## src/rtl/pcitgt_pkg.sv

```systemverilog
package pcitgt_pkg;

    // Target response states; order matters only for readability
    typedef enum logic [2:0] {
        ST_IDLE,      // bus released, watching for an address phase
        ST_SKIP,      // transaction for someone else, wait for bus idle
        ST_READY,     // address latched, outputs still released
        ST_CLAIM_HI,  // DEVSEL# and TRDY# driven high
        ST_CLAIM,     // DEVSEL# low, TRDY# high
        ST_DATA,      // DEVSEL# and TRDY# low, data phases
        ST_DONE       // all controls driven high for one clock
    } tgt_state_e;

    localparam logic [2:0] CMD_MEM = 3'b011;
    localparam logic [2:0] CMD_CFG = 3'b101;

endpackage

```

## src/rtl/pcitgt_decode.sv

```systemverilog
module pcitgt_decode
    import pcitgt_pkg::*;
#(
    parameter int BASE_W = 24
) (
    input  logic [BASE_W-1:0] ad_hi_i,
    input  logic [BASE_W-1:0] win_base_i,
    input  logic [2:0]        cmd_hi_i,
    input  logic              idsel_i,
    input  logic              mem_en_i,
    output logic              hit_o,
    output logic              is_cfg_o
);

    logic mem_hit;
    logic cfg_hit;

    always_comb begin
        mem_hit  = (cmd_hi_i == CMD_MEM) && mem_en_i && (ad_hi_i == win_base_i);
        cfg_hit  = (cmd_hi_i == CMD_CFG) && idsel_i;
        hit_o    = mem_hit || cfg_hit;
        is_cfg_o = cfg_hit;
    end

endmodule

```

## src/rtl/pcitgt_seq.sv

```systemverilog
module pcitgt_seq
    import pcitgt_pkg::*;
(
    input  logic clk_i,
    input  logic rst_n_i,
    input  logic frame_n_i,
    input  logic irdy_n_i,
    input  logic hit_i,
    output logic addr_phase_o,
    output logic beat_win_o,
    output logic data_win_o,
    output logic oe_o,
    output logic devsel_n_o,
    output logic trdy_n_o,
    output logic stop_n_o
);

    tgt_state_e state_d;
    tgt_state_e state_q;
    logic       bus_quiet;

    assign bus_quiet = frame_n_i && irdy_n_i;

    always_comb begin
        state_d = state_q;
        case (state_q)
            ST_IDLE:     if (!frame_n_i) state_d = hit_i ? ST_READY : ST_SKIP;
            ST_SKIP:     if (bus_quiet) state_d = ST_IDLE;
            ST_READY:    state_d = bus_quiet ? ST_DONE : ST_CLAIM_HI;
            ST_CLAIM_HI: state_d = bus_quiet ? ST_DONE : ST_CLAIM;
            ST_CLAIM:    state_d = bus_quiet ? ST_DONE : ST_DATA;
            ST_DATA:     if (frame_n_i && (irdy_n_i || !trdy_n_o)) state_d = ST_DONE;
            ST_DONE:     state_d = ST_IDLE;
            default:     state_d = ST_IDLE;
        endcase
    end

    always_ff @(posedge clk_i or negedge rst_n_i) begin
        if (!rst_n_i) state_q <= ST_IDLE;
        else          state_q <= state_d;
    end

    always_comb begin
        addr_phase_o = (state_q == ST_IDLE) && !frame_n_i;
        beat_win_o   = (state_q == ST_DATA);
        data_win_o   = (state_q == ST_CLAIM) || (state_q == ST_DATA);
        oe_o         = (state_q == ST_CLAIM_HI) || (state_q == ST_CLAIM) ||
                       (state_q == ST_DATA)     || (state_q == ST_DONE);
        devsel_n_o   = !data_win_o;
        trdy_n_o     = (state_q != ST_DATA);
        stop_n_o     = 1'b1;
    end

    AST_DEVSEL_AFTER_HIGH: assert property (@(posedge clk_i) disable iff (!rst_n_i)
        $fell(devsel_n_o) |-> ($past(oe_o) && $past(trdy_n_o)));
    AST_TRDY_AFTER_DEVSEL: assert property (@(posedge clk_i) disable iff (!rst_n_i)
        $fell(trdy_n_o) |-> $past(!devsel_n_o));
    AST_RELEASE_AFTER_HIGH: assert property (@(posedge clk_i) disable iff (!rst_n_i)
        $fell(oe_o) |-> $past(devsel_n_o && trdy_n_o && stop_n_o));

endmodule

```

## src/rtl/pcitgt_ctrl.sv

```systemverilog
module pcitgt_ctrl
    import pcitgt_pkg::*;
#(
    parameter  int WIN_BITS = 8,
    localparam int BASE_W   = 32 - WIN_BITS,
    localparam int IDX_W    = WIN_BITS - 2
) (
    input  logic              clk_i,
    input  logic              rst_n_i,
    input  logic              frame_n_i,
    input  logic              irdy_n_i,
    input  logic              idsel_i,
    input  logic [31:0]       ad_i,
    input  logic [3:0]        cbe_n_i,
    input  logic [BASE_W-1:0] win_base_i,
    input  logic              mem_en_i,
    output logic [31:0]       ad_o,
    output logic              ad_oe_o,
    output logic              devsel_n_o,
    output logic              trdy_n_o,
    output logic              stop_n_o,
    output logic              ctl_oe_o,
    output logic [5:0]        cfg_idx_o,
    output logic              cfg_wr_o,
    output logic              cfg_rd_o,
    input  logic [31:0]       cfg_rdata_i,
    output logic [IDX_W-1:0]  mem_idx_o,
    output logic              mem_wr_o,
    output logic              mem_rd_o,
    input  logic [31:0]       mem_rdata_i,
    output logic [31:0]       wr_data_o,
    output logic [3:0]        wr_be_o
);

    typedef struct packed {
        logic [IDX_W-1:0] idx;
        logic             is_cfg;
        logic             is_wr;
        logic             hit;
    } txn_t;

    txn_t txn_d;
    txn_t txn_q;
    logic dec_hit;
    logic dec_cfg;
    logic addr_phase;
    logic beat_win;
    logic data_win;
    logic beat;

    pcitgt_decode #(.BASE_W(BASE_W)) u_decode (
        .ad_hi_i    (ad_i[31:WIN_BITS]),
        .win_base_i (win_base_i),
        .cmd_hi_i   (cbe_n_i[3:1]),
        .idsel_i    (idsel_i),
        .mem_en_i   (mem_en_i),
        .hit_o      (dec_hit),
        .is_cfg_o   (dec_cfg)
    );

    pcitgt_seq u_seq (
        .clk_i        (clk_i),
        .rst_n_i      (rst_n_i),
        .frame_n_i    (frame_n_i),
        .irdy_n_i     (irdy_n_i),
        .hit_i        (dec_hit),
        .addr_phase_o (addr_phase),
        .beat_win_o   (beat_win),
        .data_win_o   (data_win),
        .oe_o         (ctl_oe_o),
        .devsel_n_o   (devsel_n_o),
        .trdy_n_o     (trdy_n_o),
        .stop_n_o     (stop_n_o)
    );

    assign beat = beat_win && !irdy_n_i;

    always_comb begin
        txn_d = txn_q;
        if (addr_phase) begin
            txn_d.idx    = ad_i[WIN_BITS-1:2];
            txn_d.is_cfg = dec_cfg;
            txn_d.is_wr  = cbe_n_i[0];
            txn_d.hit    = dec_hit;
        end else if (beat && !txn_q.is_cfg) begin
            txn_d.idx = txn_q.idx + 1'b1;
        end
    end

    always_ff @(posedge clk_i or negedge rst_n_i) begin
        if (!rst_n_i) txn_q <= '0;
        else          txn_q <= txn_d;
    end

    always_comb begin
        cfg_idx_o = txn_q.idx[5:0];
        mem_idx_o = txn_q.idx;
        cfg_wr_o  = beat &&  txn_q.is_cfg &&  txn_q.is_wr;
        cfg_rd_o  = beat &&  txn_q.is_cfg && !txn_q.is_wr;
        mem_wr_o  = beat && !txn_q.is_cfg &&  txn_q.is_wr;
        mem_rd_o  = beat && !txn_q.is_cfg && !txn_q.is_wr;
        wr_data_o = ad_i;
        wr_be_o   = ~cbe_n_i;
        ad_o      = txn_q.is_cfg ? cfg_rdata_i : mem_rdata_i;
        ad_oe_o   = data_win && !txn_q.is_wr;
    end

    AST_CLAIM_NEEDS_HIT: assert property (@(posedge clk_i) disable iff (!rst_n_i)
        (ctl_oe_o && !devsel_n_o) |-> txn_q.hit);
    AST_ONE_STROBE: assert property (@(posedge clk_i) disable iff (!rst_n_i)
        $onehot0({cfg_wr_o, cfg_rd_o, mem_wr_o, mem_rd_o}));
    AST_STROBE_BOTH_READY: assert property (@(posedge clk_i) disable iff (!rst_n_i)
        (cfg_wr_o || cfg_rd_o || mem_wr_o || mem_rd_o) |-> (!irdy_n_i && !trdy_n_o));
    AST_MEM_STEP: assert property (@(posedge clk_i) disable iff (!rst_n_i)
        (mem_wr_o || mem_rd_o) |=> (mem_idx_o == IDX_W'($past(mem_idx_o) + 1'b1)));
    AST_CFG_IDX_HOLD: assert property (@(posedge clk_i) disable iff (!rst_n_i)
        (cfg_wr_o || cfg_rd_o) |=> $stable(cfg_idx_o));

endmodule

```

## config.mk

```make
export PLATFORM = sky130hd
export DESIGN_NAME = pcitgt_ctrl
export DESIGN_NICKNAME = d
export VERILOG_FILES = /design/src/rtl/pcitgt_pkg.sv /design/src/rtl/pcitgt_decode.sv /design/src/rtl/pcitgt_seq.sv /design/src/rtl/pcitgt_ctrl.sv
export SDC_FILE = /design/constraint.sdc
export NUM_CORES = 1
export LEC_CHECK = 0
export ABC_AREA = 1
export BUFFER_PORTS_ARGS = -buffer_cell sky130_fd_sc_hd__buf_4
export CORE_AREA = 2 2 84 86
export DETAILED_ROUTE_END_ITERATION = 8
export DIE_AREA = 0 0 86 88
export PLACE_DENSITY = 0.71
export SKIP_LAST_GASP = 1
export SYNTH_ARGS = -nofsm -noshare
export SYNTH_HDL_FRONTEND = slang
export SYNTH_SLANG_ARGS = --single-unit
```

## constraint.sdc

```tcl
create_clock -name clk_i -period 3.3 [get_ports clk_i]
set_clock_uncertainty 0.1 [all_clocks]
set_input_delay 0.33 -clock clk_i [delete_from_list [all_inputs] [get_ports clk_i]]
set_output_delay 0.33 -clock clk_i [all_outputs]
set_load 0.03 [all_outputs]
```

Word level (Yosys, flattened, before mapping)
Cells that the tools add are included.

word-level totals
  output and inout port bits = 89
  flip-flop bits (word level) = 11
  bits of input ports = 130
  logic and storage cells = 59

operators by class
  bitwise logic cells = 1
  mux-type cells = 11
  $add $sub $neg = 1
  reduce and logical (&&, ||, !) cells = 29
  eq/ne operators = 13

operator list
  kind                 number
  $mux 32              1
  $eq 24x24->1         1
  $pmux 3 s6           1
  $logic_and 1x1->1    14
  $eq 3x3->1 const B   4
  $mux 3               4
  $mux 6               2
  $eq 3x2->1 const B   3
  $add 6x1->6 const B  1
  $logic_not 1->1      6
  $logic_or 1x1->1     6
  $mux 2               3
  $ne 2x1->1 const B   2
  $not 4->4            1
  $eq 3x1->1 const B   1
  $logic_not 3->1      1
  $ne 3x3->1 const B   1
  $reduce_and 3->1     1
  $ne 2x2->1 const B   1
  $reduce_bool 2->1    1

Depth between registers and ports, before layout
  word-level depth = 7
  depth in mapped cells = 11
  mapped depth without buffers = 11

By module
From an unflattened synthesis, not the netlist that was laid out.

unflattened totals
  cell total of the unflattened synthesis = 370
  area total of the unflattened synthesis = 2016.9 um^2

by module, submodules not included
  module         area each (um^2)  seq. area each (um^2)  cells each  times used
  pcitgt_ctrl    1255.0            200.2                  221         1
  pcitgt_decode  442.9             0.0                    103         1
  pcitgt_seq     319.1             75.1                   46          1

Worst setup path before layout
OpenSTA, ideal clock, no wires.

  path type = reg-to-output
  start point = register u_seq.state_q[2]
  end point = output ad_oe_o
  data required time = 2870 ps
  data arrival time = 1227 ps
  setup slack = 1643 ps
  path buffers = 0
  cell stages (with the launch flop) = 4
  cell sequence = dfrtp_1 -> ha_1 -> inv_1 -> nor2_1

between the ends
  longest elaborated chain between the ends = 3
  elaborated cells on any way between the ends = 4
  classes of those cells = eq/ne: 2; reduce/logical: 2

RTL lines
  item                    RTL line            RTL
  from (decl)             pcitgt_seq.sv:19    tgt_state_e state_q;
  from (signal assigned)  pcitgt_seq.sv:40    else state_q <= state_d;
  $eq 3x3->1              pcitgt_seq.sv:46    data_win_o = (state_q == ST_CLAIM) || (state_q == ST_DATA);
  $logic_or 1x1->1 (*)    pcitgt_seq.sv:46
  $logic_and 1x1->1 (*)   pcitgt_ctrl.sv:105  ad_oe_o = data_win && !txn_q.is_wr;
  to (decl)               pcitgt_ctrl.sv:18   output logic ad_oe_o,

Every way passes the cells marked *; elsewhere a longest branch is shown, timed or not.

Worst setup path after layout
  start point = register txn_q[2] (netlist name)
  end point = output mem_rd_o

between the ends
  longest elaborated chain between the ends = 3

RTL lines
  item                            RTL line            RTL
  from (decl)                     pcitgt_ctrl.sv:43   txn_t txn_q;
  from (signal assigned)          pcitgt_ctrl.sv:92   else txn_q <= txn_d;
  $logic_not 1->1                 pcitgt_ctrl.sv:101  mem_rd_o = beat && !txn_q.is_cfg && !txn_q.is_wr;
  $logic_and 1x1->1 (2 in a row)  pcitgt_ctrl.sv:101
  to (decl)                       pcitgt_ctrl.sv:29   output logic mem_rd_o,

Every way passes these cells.

==> results.md <==
- Status: completed
- Die span in x: 86 um
- Detail Route Antenna Nets: 0
- Max H-tree Level: 1
- Internal power: 0.794 mW
- Site row count: 30
- Core ar.: 6640 sq um
- CTS tree: yes
- Final Net Count: 653
- Most common cell in the netlist: nand2_1
- Peak Freq: 442 MHz
- Fin crit share: 68.6%
- Sw power: 0.967 mW
- CP Launch Type: flop
- DRT Pass-1 Iters: 4
- Least-Margin Pin Slew: 949 ps
- Overall Global Routing Usage: 17.1%
- Placed cell areas: 3260 sq um
- Syn Nets: 486
- Die area: 7570 sq um
- Number of port buffers: 213
- First DRT Iteration DRCs: 94
- Fraction of registers with async set/reset: 100%
- Clk root buf: clkbuf_8
- Setup TNS Final: 0 ps
- CP max-delay cell: inv_1
- Most used DFF post-synth: dfrtp_1
- Leading post-synthesis cells by instance count: 153 x nand2_1, 45 x buf_4, 42 x inv_1
- Largest net degree at the start of global routing: 35
- Vias per Instance: 4.30
- Synth area leaders: nand2_1 30%, buf_4 17%, dfrtp_1 14%, inv_1 8.2%, nor2_1 7.0%
- Max incr delay on CP: 690 ps
- Syn Std Cell Area: 1930 sq um
- Total wire length: 6880 um
- Worst EP arrival: 1830 ps
- Layout cells sized above 1: 43.5%
- Area share of the largest cell type after synthesis: 29.7%
- Worst slew margin: 36.7%
- Setup bufs post-CTS: 0
- Initial cell density of the core: 29.1%
- Final hold violation count: 0
- Period minus WS final: 2260 ps
- Post-CTS Resized: 0
- Sequential cell area fraction in the yosys report: 14.3%
- Sink Count: 11
- Worst EP required: 2870 ps
- P&R area growth vs syn: 71.6%
- Crit-path cells: inv_1 > nand3_4 > nor2_1 > buf_4
- Pleak: 2.03 nW
- Sequential Power Share: 15.7%
- Cell area after layout: 3310 sq um
- Chip Height: 88 um
- Post-detailed-route wirelength per cell: 11.5 um
- Min-Delay Path Class: input port to flop
- Vias in the first global route: 2451
- Grt total ovfl: 0
- CP endpoint kind: output pin
- Peak VDD IR: 0.179 mV
- Clk buf depth: 2
- RSZ-0062 raised after global routing: false
- Hold buffer count at cts: 1
- Vias: 2578
- I/O pin cnt: 219
- Residual DRC count: 0
- Fin. max-slew vios: 0
- Reg clk slew, reported paths: 50 ps
- Dpl hpwl: 6010 um
- Max Cap Viol: 0
- Wire length of the first global-routing pass: 10700 um
- Final Wtd Congestion: 0.812
- Critical path peak fanout: 33
- Post-synth EDFFs: 0
- Sw Share: 54.9%
- Combinational share of power: 76.4%
- Post-Synthesis Cells: 354
- Post-synthesis register bit count: 11
- R2r setup slk: 1390 ps
- Clock Power Share: 7.9%
- CTS Buf Count: 3
- Netlist cell types: 30
- Initial antenna violation count: 0
- Final setup fails: 0
- Cell Pwr Density: 532 nW/um^2
- Leading area contributor after synthesis: nand2_1
- Critical path type: flop to output pin
- Antenna Cells: 0
- Post-Syn Area per Cell: 5.45 sq um
- Insertion delay to the later sink of the worst-skew pair: 240 ps
- Synth warn: 0
==> layer usage <==
layer / vias up / routed length (um) / GRT usage [%] / part of all wire [%]
met4: 0 / 104 / 3.32 / 1.5
li1: 1353 / - / - / -
met2: 116 / 3690 / 32.7 / 54
met5: - / 0 / 0 / 0
met1: 1099 / 2470 / 19.5 / 36
met3: 10 / 615 / 3.86 / 8.9
==> worst max-delay path: cells and delay by family, from the launching register on <==
| family | cells | cell delay (ps) |
|---|---|---|
| buf+inv | 2 | 870 |
| simple gates | 2 | 370 |
| flops | 1 | 370 |
==> cell families (layout without fill, tap and decap cells) <==
group	Yosys count	after routing	share of synthesized area [%]
DFF	11	11	14.3
other	1	1	0.194
xor gates and xnor gates	11	11	4.99
adders and majority gates	2	2	1.30
AOI/OAI and AO/OA	20	20	6.09
and+or+nand+nor	212	212	45.0
buffers and inverters	97	263	28.2
==> power groups by stage <==
stage	sequential, mW	clock (mW)	combinational (mW)
floorplan	0.256	0	0.995
global placement	0.276	0	1.33
detailed placement	0.278	0	1.35
CTS	0.276	0.141	1.35
global route	0.288	0.152	1.47
finish	0.277	0.138	1.35
==> through the flow <==
step	hold WS, ps	utilization (%)	power, mW	cells	setup slack [ps]
2_1_floorplan	-65.6	-	1.25	354	1640
3_3_place_gp	79.4	49.0	1.61	595	1260
3_5_place_dp	77.5	49.0	1.63	595	1270
4_1_cts	253	49.9	1.77	600	994
5_1_grt	254	49.9	1.91	600	843
6_report	250	49.9	1.76	600	1040
==> worst paths after layout <==
kind,start,to,cells after the start
max in group asynchronous,rst_n_i,u_seq.state_q[0],2
setup reg to reg,txn_q[2],cfg_idx_o[4],6
hold / removal,ad_i[2],cfg_idx_o[0],3
min in group asynchronous,rst_n_i,cfg_idx_o[4],2
hold reg to reg,u_seq.state_q[0],u_seq.state_q[0],2
setup / recovery,txn_q[2],mem_rd_o,4
==> state kept, by name, summed over array words and instances, names as in the netlist <==
name	count
cfg_idx_o	6
txn_q	2
u_seq.state_q	3
==> cell type report <==
| type | instances | area (sq um) |
|---|---|---|
| inverters | 44 | 165 |
| clock buffers | 4 | 45.0 |
| multi-input cells | 246 | 1110 |
| repair buffers | 215 | 1620 |
| well taps | 80 | 100 |
| fillers | 677 | 3330 |
| flip-flops and latches | 11 | 275 |
==> placed cells by master (no fill, tap or decap), drive strengths merged, types with 2 or more instances in the layout <==
cell type  instances
xor2               9
buf              214
nand2            155
o22ai              2
ha                 2
nor3               4
nor2              38
clkbuf             4
xnor2              2
dfrtp             11
a31oi              2
o21ai              5
nand4              2
nand3             11
a21oi              7
inv               44
No activity file was read; power rests on OpenSTA's default activity.
